## config.mk

```make
export PLATFORM = sky130hd
export DESIGN_NAME = circ_addr_gen
export DESIGN_NICKNAME = d
export VERILOG_FILES = /design/src/rtl/cag_pkg.sv /design/src/rtl/cag_fold.sv /design/src/rtl/cag_regfile.sv /design/src/rtl/circ_addr_gen.sv
export SDC_FILE = /design/constraint.sdc
export NUM_CORES = 2
export LEC_CHECK = 0
export BUFFER_PORTS_ARGS = -buffer_cell sky130_fd_sc_hd__buf_2
export CAP_MARGIN = 10
export CORE_AREA = 2 2 429 431
export DETAILED_ROUTE_END_ITERATION = 10
export DIE_AREA = 0 0 431 433
export GPL_TIMING_DRIVEN = 0
export PLACE_DENSITY = 0.88
export SYNTH_ARGS = -nofsm -noshare
export SYNTH_HDL_FRONTEND = slang
export SYNTH_SLANG_ARGS = --single-unit
```

## constraint.sdc

```tcl
create_clock -name clk -period 15.3 [get_ports clk]
set_clock_uncertainty 0.05 [all_clocks]
set_input_delay 3.06 -clock clk [delete_from_list [all_inputs] [get_ports clk]]
set_output_delay 3.06 -clock clk [all_outputs]
set_load 0.02 [all_outputs]
```

## src/rtl/cag_pkg.sv

```systemverilog
package cag_pkg;
  typedef enum logic [1:0] {
    FLD_INDEX  = 2'd0,
    FLD_STEP   = 2'd1,
    FLD_LENGTH = 2'd2,
    FLD_START  = 2'd3
  } cag_field_e;
endpackage

```

## src/rtl/cag_fold.sv

```systemverilog
// Adds a signed step to an index and folds the sum into [start, start+len).
module cag_fold #(
  parameter int AW = 32
) (
  input  logic [AW-1:0] idx,
  input  logic [AW-1:0] step,
  input  logic [AW-1:0] len,
  input  logic [AW-1:0] start,
  output logic [AW-1:0] nxt
);
  localparam int EW = AW + 2;

  logic [EW-1:0] sum_e, start_e, len_e, lim_e, res_e;

  always_comb begin
    sum_e   = {2'b00, idx} + {{2{step[AW-1]}}, step};
    start_e = {2'b00, start};
    len_e   = {2'b00, len};
    lim_e   = start_e + len_e;
    if (len == '0)
      res_e = sum_e;
    else if ($signed(sum_e) >= $signed(lim_e))
      res_e = sum_e - len_e;
    else if ($signed(sum_e) < $signed(start_e))
      res_e = sum_e + len_e;
    else
      res_e = sum_e;
    nxt = res_e[AW-1:0];
  end
endmodule

```

## src/rtl/cag_regfile.sv

```systemverilog
// Storage of both banks; register port write wins over an index update.
module cag_regfile
  import cag_pkg::*;
#(
  parameter int AW    = 32,
  parameter int NSETS = 8
) (
  input  logic                     clk,
  input  logic                     rst,
  input  logic                     wr_en,
  input  logic                     wr_bank,
  input  logic [$clog2(NSETS)-1:0] wr_set,
  input  cag_field_e               wr_field,
  input  logic [AW-1:0]            wr_data,
  input  logic                     upd_en,
  input  logic                     upd_bank,
  input  logic [$clog2(NSETS)-1:0] upd_set,
  input  logic [AW-1:0]            upd_idx,
  input  logic                     cur_bank,
  input  logic [$clog2(NSETS)-1:0] cur_set,
  output logic [AW-1:0]            cur_idx,
  output logic [AW-1:0]            cur_step,
  output logic [AW-1:0]            cur_len,
  output logic [AW-1:0]            cur_start,
  input  logic                     hrd_en,
  input  logic                     hrd_bank,
  input  logic [$clog2(NSETS)-1:0] hrd_set,
  input  cag_field_e               hrd_field,
  output logic [AW-1:0]            hrd_data
);
  localparam int SW   = $clog2(NSETS);
  localparam int NENT = 2 * NSETS;
  localparam int EAW  = SW + 1;

  logic [AW-1:0] idx_q   [NENT];
  logic [AW-1:0] step_q  [NENT];
  logic [AW-1:0] len_q   [NENT];
  logic [AW-1:0] start_q [NENT];

  logic [EAW-1:0] wr_ent, upd_ent, cur_ent, hrd_ent;
  assign wr_ent  = {wr_bank,  wr_set};
  assign upd_ent = {upd_bank, upd_set};
  assign cur_ent = {cur_bank, cur_set};
  assign hrd_ent = {hrd_bank, hrd_set};

  always_ff @(posedge clk) begin
    if (rst) begin
      for (int e = 0; e < NENT; e++) begin
        idx_q[e]   <= '0;
        step_q[e]  <= '0;
        len_q[e]   <= '0;
        start_q[e] <= '0;
      end
    end else begin
      for (int e = 0; e < NENT; e++) begin
        if (wr_en && wr_ent == EAW'(e) && wr_field == FLD_INDEX)
          idx_q[e] <= wr_data;
        else if (upd_en && upd_ent == EAW'(e))
          idx_q[e] <= upd_idx;
        if (wr_en && wr_ent == EAW'(e) && wr_field == FLD_STEP)
          step_q[e] <= wr_data;
        if (wr_en && wr_ent == EAW'(e) && wr_field == FLD_LENGTH)
          len_q[e] <= wr_data;
        if (wr_en && wr_ent == EAW'(e) && wr_field == FLD_START)
          start_q[e] <= wr_data;
      end
    end
  end

  assign cur_idx   = idx_q[cur_ent];
  assign cur_step  = step_q[cur_ent];
  assign cur_len   = len_q[cur_ent];
  assign cur_start = start_q[cur_ent];

  always_ff @(posedge clk) begin
    if (rst) begin
      hrd_data <= '0;
    end else if (hrd_en) begin
      case (hrd_field)
        FLD_INDEX:  hrd_data <= idx_q[hrd_ent];
        FLD_STEP:   hrd_data <= step_q[hrd_ent];
        FLD_LENGTH: hrd_data <= len_q[hrd_ent];
        default:    hrd_data <= start_q[hrd_ent];
      endcase
    end
  end
endmodule

```

## src/rtl/circ_addr_gen.sv

```systemverilog
module circ_addr_gen
  import cag_pkg::*;
#(
  parameter int AW    = 32,
  parameter int NSETS = 8
) (
  input  logic                     clk,
  input  logic                     rst,
  input  logic                     bank_sel,
  input  logic                     acc_req,
  input  logic [$clog2(NSETS)-1:0] acc_set,
  input  logic                     acc_pre,
  output logic [AW-1:0]            addr_out,
  output logic                     addr_valid,
  input  logic                     reg_wr_en,
  input  logic                     reg_rd_en,
  input  logic                     reg_bank,
  input  logic [$clog2(NSETS)-1:0] reg_set,
  input  logic [1:0]               reg_field,
  input  logic [AW-1:0]            reg_wdata,
  output logic [AW-1:0]            reg_rdata
);
  logic          bank_q;
  logic [AW-1:0] cur_idx, cur_step, cur_len, cur_start, folded, pre_addr;
  logic          upd_en;

  always_ff @(posedge clk) begin
    if (rst) bank_q <= 1'b0;
    else     bank_q <= bank_sel;
  end

  assign upd_en   = acc_req && !acc_pre;
  assign pre_addr = cur_idx + cur_step;

  cag_regfile #(.AW(AW), .NSETS(NSETS)) u_regs (
    .clk      (clk),
    .rst      (rst),
    .wr_en    (reg_wr_en),
    .wr_bank  (reg_bank),
    .wr_set   (reg_set),
    .wr_field (cag_field_e'(reg_field)),
    .wr_data  (reg_wdata),
    .upd_en   (upd_en),
    .upd_bank (bank_q),
    .upd_set  (acc_set),
    .upd_idx  (folded),
    .cur_bank (bank_q),
    .cur_set  (acc_set),
    .cur_idx  (cur_idx),
    .cur_step (cur_step),
    .cur_len  (cur_len),
    .cur_start(cur_start),
    .hrd_en   (reg_rd_en),
    .hrd_bank (reg_bank),
    .hrd_set  (reg_set),
    .hrd_field(cag_field_e'(reg_field)),
    .hrd_data (reg_rdata)
  );

  cag_fold #(.AW(AW)) u_fold (
    .idx  (cur_idx),
    .step (cur_step),
    .len  (cur_len),
    .start(cur_start),
    .nxt  (folded)
  );

  always_ff @(posedge clk) begin
    if (rst) begin
      addr_out   <= '0;
      addr_valid <= 1'b0;
    end else begin
      addr_valid <= acc_req;
      if (acc_req) addr_out <= acc_pre ? pre_addr : cur_idx;
    end
  end

  // Checks
  logic [AW:0] win_end;
  logic [AW-1:0] step_mag;
  logic        cur_inside, fold_inside;
  assign win_end     = {1'b0, cur_start} + {1'b0, cur_len};
  assign step_mag    = cur_step[AW-1] ? (~cur_step + 1'b1) : cur_step;
  assign cur_inside  = (cur_idx >= cur_start) && ({1'b0, cur_idx} < win_end);
  assign fold_inside = (folded  >= cur_start) && ({1'b0, folded}  < win_end);

  p_valid_tracks_req_r3: assert property (@(posedge clk) disable iff (rst)
    acc_req |=> addr_valid);
  p_idle_no_valid_r10: assert property (@(posedge clk) disable iff (rst)
    !acc_req |=> (!addr_valid && $stable(addr_out)));
  p_bank_registered_r8: assert property (@(posedge clk) disable iff (rst)
    !$past(rst) |-> (bank_q == $past(bank_sel)));
  p_post_returns_index_r3: assert property (@(posedge clk) disable iff (rst)
    (acc_req && !acc_pre) |=> (addr_out == $past(cur_idx)));
  p_pre_returns_sum_r4: assert property (@(posedge clk) disable iff (rst)
    (acc_req && acc_pre) |=> (addr_out == $past(cur_idx) + $past(cur_step)));
  p_fold_in_window_r5: assert property (@(posedge clk) disable iff (rst)
    (upd_en && cur_len != '0 && cur_inside && step_mag <= cur_len) |-> fold_inside);
endmodule

```

==> results.txt, run 1 <==
----------------------------------------------------
[Status]
  Outcome ... stopped before the end
  Failed at ... global routing (5_1_grt)
  First logged error message ... [ERROR GRT-0232] Routing congestion too high. Check the congestion heatmap in the GUI.

[Die]
  Die Ht ... 433 um
  Chip Width ... 431 um
  Row count ... 157
  Number of top-level pins ... 113
  Starting Density ... 63.5%

[Synth]
  Fraction of registers with async set/reset ... 0%
  Xor-xnor portion of the synthesized cell area ... 0.734%
  Post-synthesis cell area ... 116000 um2
  Sequential share of the synthesized area ... 54.3%
  Top flip-flop cell by instance count after synthesis ... sky130_fd_sc_hd__edfxtp_1
  Number of nets produced by synthesis ... 8066
  Compound-gate portion of the synthesized area ... 6.29%
  Dominant combinational cell family by area after synthesis ... multiplexers
  Mux share of post-synthesis cell area ... 26.2%
  FF+latch count, synth ... 2114
  Post-Syn Area per Cell ... 14.8 um2
  Number of enable-type register cells in the synthesized netlist ... 2048
  Unique cell type count in the Yosys netlist ... 104
  Number of instances in the synthesized netlist ... 7834
  Adder-cell share of the synthesized area ... 2.04%
  Area share of and/or/nand/nor cells after synthesis ... 7.28%
  Yosys synthesis warning count ... 0

[GRT]
  Overall Global Routing Usage ... 72.3%
  Grt total ovfl ... 7
  Pin count of the biggest net entering global routing ... 33

[Clocking]
  Number of buffers added by the clock tree synthesis step ... 210
  Maximum number of buffers from clock root to sink ... 3
  H-tree lvl count ... 4
  # hold bufs at CTS ... 0
  Count of clock tree sinks ... 2114
  Root Driver ... sky130_fd_sc_hd__clkbuf_16

[Placed design]
  Estimated wirelength of the detail-placed design ... 434 mm
  RD Place Congestion ... 1.13
  Placed Instances ... 10418
  Port Buf Inserts ... 72

----------------------------------------------------
[per-layer routing]
metal	track usage, %	overflow
met5	33.4	0
met3	56.6	0
met4	72.5	4
met2	90.1	3
met1	70.5	0
[repair_timing]
item	4_1_cts
setup endpoints to repair	512
setup buffers	2
gates resized for setup	21
endpoints found under the hold margin	0
pin swaps	1
[cells in the mapped netlist (all sizes together) (6+ instances only)]
master  count  area, um2
edfxtp   2048      61500
mux4     1308      29500
nor2     1163       4380
clkbuf    537       2020
nand2     523       1960
o21ai     462       2320
buf       208       1000
a21oi     189        961
ha        180       2250
inv       151        567
nand2b     91        569
mux2i      78        785
a21o       70        526
dfxtp      66       1320
xnor2      63        552
a211oi     60        460
o221ai     57        499
nand3      43        220
nor3       40        216
o22ai      35        219
xor2       33        297
or3        30        188
a22o       24        210
nor4       24        150
a32oi      23        224
o31ai      22        175
nand4      21        131
o21bai     21        161
a31oi      19        146
nor2b      19        119
and3       18        113
a221oi     16        199
o211ai     16        125
or2        15       93.8
and2       14       87.6
o21a       12       90.1
a211o      11       96.3
o31a       11       96.3
a221o      10        100
a32o        8       80.1
and4        8       70.1
mux2        8       90.1
a22oi       6       82.6
nand3b      6       45.0
[stage by stage]
step                hold slack (ns)  setup WS, ns  cell area, um2  TNS (ns)
floorplan                     0.507          3.19          116000         0
global placement              0.423         -3.16          119000  -1275.72
detailed placement            0.430         -2.67          122000   -989.35
CTS                           0.440       0.00602          129000         0
[kinds of logic after synthesis]
logic type      Yosys count
mux                    1394
fa+ha+maj               187
buf+inv                 897
xor+xnor                 96
flops                  2114
simple gates           2023
compound gates         1123
==> run 2, diff against run 1 <==
Settings changed: CORE_AREA 2 2 429 431 to 2 2 541 543, DIE_AREA 0 0 431 433 to 0 0 543 545, PLACE_DENSITY 0.88 to not set, PLACE_DENSITY_LB_ADDON set to 0.15.
==> results.txt, run 2 <==
----------------------------------------------------
[Finish]
  Most common library cell in the layout ignoring fill and taps ... sky130_fd_sc_hd__edfxtp_1
  Top library cells by usage in the layout, fill and taps aside ... sky130_fd_sc_hd__edfxtp_1 (2048), sky130_fd_sc_hd__mux4_2 (1308), sky130_fd_sc_hd__nor2_1 (1159)
  Fraction of the core area covered by cells at the end of the flow ... 45.8%
  Total Nets Final ... 8563
  Fraction of final layout cells sized beyond drive strength 1 ... 26.1%
  Relative area change from synthesis to final layout ... 14.8%
  Number of filler instances in the final layout ... 25626

[Synth]
  Library cell with the largest summed area after synthesis ... sky130_fd_sc_hd__edfxtp_1
  Top flip-flop cell by instance count after synthesis ... sky130_fd_sc_hd__edfxtp_1
  Yosys synthesis warning count ... 0 (unchanged)
  Post-synthesis cell area ... 116000 um2 (unchanged)
  FF+latch count, synth ... 2114 (unchanged)
  Number of enable-type register cells in the synthesized netlist ... 2048 (unchanged)
  Sequential share of the synthesized area ... 54.3% (unchanged)
  Unique cell type count in the Yosys netlist ... 104 (unchanged)
  Top post-synthesis cells by count ... sky130_fd_sc_hd__edfxtp_1 (2048), sky130_fd_sc_hd__mux4_2 (1308), sky130_fd_sc_hd__nor2_1 (1160)
  Synth area leaders ... sky130_fd_sc_hd__edfxtp_1 (53%), sky130_fd_sc_hd__mux4_2 (25%), sky130_fd_sc_hd__nor2_1 (3.8%)
  Fraction of synthesized cell area taken by the top area cell type ... 53.2% (unchanged)
  Most frequent cell after synthesis ... sky130_fd_sc_hd__edfxtp_1
  Number of nets produced by synthesis ... 8066 (unchanged)
  Fraction of registers with async set/reset ... 0% (unchanged)
  Post-Syn Area per Cell ... 14.8 um2 (unchanged)
  Number of instances in the synthesized netlist ... 7834 (unchanged)

[Clocking]
  Clock slew seen by the registers of the worst setup and hold paths ... 0.06 ns
  Number of buffers added by the clock tree synthesis step ... 238 (+13%)
  H-tree lvl count ... 4 (unchanged)
  Root Driver ... sky130_fd_sc_hd__clkbuf_16
  Maximum number of buffers from clock root to sink ... 4 (+1)
  Count of clock tree sinks ... 2114 (unchanged)
  Clock tree from TritonCTS ... yes
  Insertion delay of the later-clocked pin in the worst-skew pair ... 1.01 ns

[Worst hold path]
  Hold worst-path end ... addr_out[14]
  Hold Crit Start ... addr_out[14]
  Hold Crit Depth ... 2
  HP Class ... reg -> reg

[GRT]
  Vias in the first global route ... 82581
  Antenna violations before repair ... 81
  Wire length of the first global-routing pass ... 770 mm
  Grt total ovfl ... 0
  Overall Global Routing Usage ... 39.7%
  Pin count of the biggest net entering global routing ... 33

[Routing]
  Detailed Route WL ... 595 mm
  Drt pass-1 iters ... 8
  Routed vias ... 87619
  Routed via count divided by cell count ... 7.00
  Number of violations reported at the end of detailed-routing iteration 0 ... 15393
  Antenna-violating nets left ... 0
  Detailed-route DRC error count ... 0
  Routed length per placed instance ... 47.5 um

[STA]
  Final setup viols ... 50
  Normalized max-slew margin ... -3.95%
  Fraction of the cycle the final worst path needs ... 102%
  Unrepaired setup endpoints after global routing ... false
  Setup slack after layout ... -0.276 ns
  Fin. Hold Viols ... 0
  Final number of max-transition violations ... 20
  Period minus WS final ... 15.58 ns
  Peak clock frequency supported by timing ... 64.2 MHz
  Least-Margin Pin Slew ... 1.55 ns
  Final-layout worst hold slack ... 0.434 ns

[Placed design]
  RD Place Congestion ... 1.10 (-3.1%)
  Estimated wirelength of the detail-placed design ... 452 mm (+4.2%)
  Port Buf Inserts ... 72 (unchanged)
  Worst slack at placement ... -2.27 ns (+0.391 ns)

[Critical path]
  Worst Reg2Reg Path Length in Cells ... 28
  Delay contributed by the slowest stage of the critical path ... 1.13 ns
  Arrival time at the worst endpoint ... 16.15 ns
  Critical Path Slowest Stage Cell ... sky130_fd_sc_hd__clkbuf_1
  Most used cell along the critical path ... sky130_fd_sc_hd__clkbuf_1
  Startpoint of the worst-slack reg-to-reg timing path ... bank_q
  Family with the most delay on the worst path ... buffers and inverters
  Crit start category ... primary input
  Data required, critical path ... 15.87 ns
  Worst setup path class ... in -> reg
  Top fanout value on the critical path ... 11
  Buffers & Inverters on Critical Path ... 7
  Worst flop-to-flop path endpoint ... u_regs.idx_q[12][6]
  CP endpoint kind ... flip-flop
  Reg2Reg Setup Slack ... 1.02 ns

[Pwr]
  Worst VDD drop ... 0.143 mV
  Pwr/cell area ... 152 nW/um2
  Overall power after layout ... 20.2 mW
  Leak Pwr ... 44.5 nW

[Die]
  Number of top-level pins ... 113 (unchanged)
  Area of the placeable core ... 290000 um2
  Starting Density ... 39.9% (-24 points)
  Die Ht ... 545 um (+26%)
  Row count ... 198 (+26%)
  Die Outline Area ... 296000 um2
  Chip Width ... 543 um (+26%)

[Status]
  Outcome ... complete, but fails checks
  Violations in the final reports ... capacitance limit, slew limit, setup timing

[Flow run]
  Max-cap violation count ... 3

----------------------------------------------------
[run 2: cell counts after synthesis]
Identical to the previous run, type by type.
[run 2: stage by stage]
| stage | setup TNS [ns] | instances | area (um2) |
|---|---|---|---|
| floorplan | 0 | 7834 | 116000 |
| global placement | -1862.81 | 11806 | 121000 |
| detailed placement | -879.37 | 11961 | 124000 |
| CTS | 0 | 12404 | 132000 |
| global route | 0 | 12466 | 133000 |
| finish | -5.64 | 12522 | 133000 |
[run 2: layout make-up]
cell class,instances,area (um2),area share (%)
clock inverters,149,1390,1.05
inverters,152,571,0.430
well taps,3900,4880,3.68
flip-flops and latches,2114,62800,47.3
clock buffers,295,6350,4.78
repair buffers,260,3680,2.78
diodes,87,218,0.164
multi-input cells,4823,49700,37.5
plain buffers,742,3130,2.36
[run 2: kinds of logic (layout without fill, tap and decap cells)]
logic type / Yosys count / after routing / share of synthesized area (%)
DFF: 2114 / 2114 / 54.3
and+or+nand+nor: 2023 / 2023 / 7.28
muxes: 1394 / 1394 / 26.2
AOI/OAI and AO/OA: 1123 / 1123 / 6.29
buffers and inverters: 897 / 1598 / 3.10
adders and majority gates: 187 / 187 / 2.04
xor gates and xnor gates: 96 / 96 / 0.734
other: 0 / 87 / 0
[run 2: worst max path at each step]
stage | start | end | cells after the start
global placement | acc_set[1] | u_regs.idx_q[9][18] | 31
global route | acc_set[0] | u_regs.idx_q[14][31] | 36
floorplan | acc_set[0] | u_regs.idx_q[0][23] | 32
detailed placement | acc_set[1] | u_regs.idx_q[12][6] | 33
finish | acc_set[2] | u_regs.idx_q[12][6] | 29
CTS | acc_set[1] | u_regs.idx_q[12][6] | 36
[run 2: what timing repair did]
item / 4_1_cts / 5_1_grt
hold buffers: 0 / 0
pin swaps: 0 / 1
setup endpoints to repair: 512 / 256
cloned: 0 / 0
setup buffers: 0 / 1
endpoints found under the hold margin: 0 / 0
gates resized for setup: 22 / 16
[run 2: layer usage]
layer  track usage (%)  wire length, um  part of all wire [%]
met2              57.9           253000                    43
met1              46.4           196000                    33
met3              15.7            85800                    14
met4              31.8            59400                    10
met5             0.308              416                 0.070
[run 2: worst reg2reg max path, delay by kind of cell (launching register included)]
family	cells	cell delay, ns
simple gates	4	1.13
compound gates	8	2.86
buf+inv	10	6.42
fa+ha+maj	2	0.77
xor+xnor	1	0.51
mux	3	1.88
flops	1	0.36
[run 2: power by group]
group | switching (mW) | leakage, nW | total [mW] | internal (mW)
logic | 5.18 | 20.2 | 7.33 | 2.15
clock network | 2.61 | 3.77 | 5.91 | 3.30
registers | 0.188 | 20.5 | 6.93 | 6.75
Note: power is estimated with default switching activity, not from simulation.
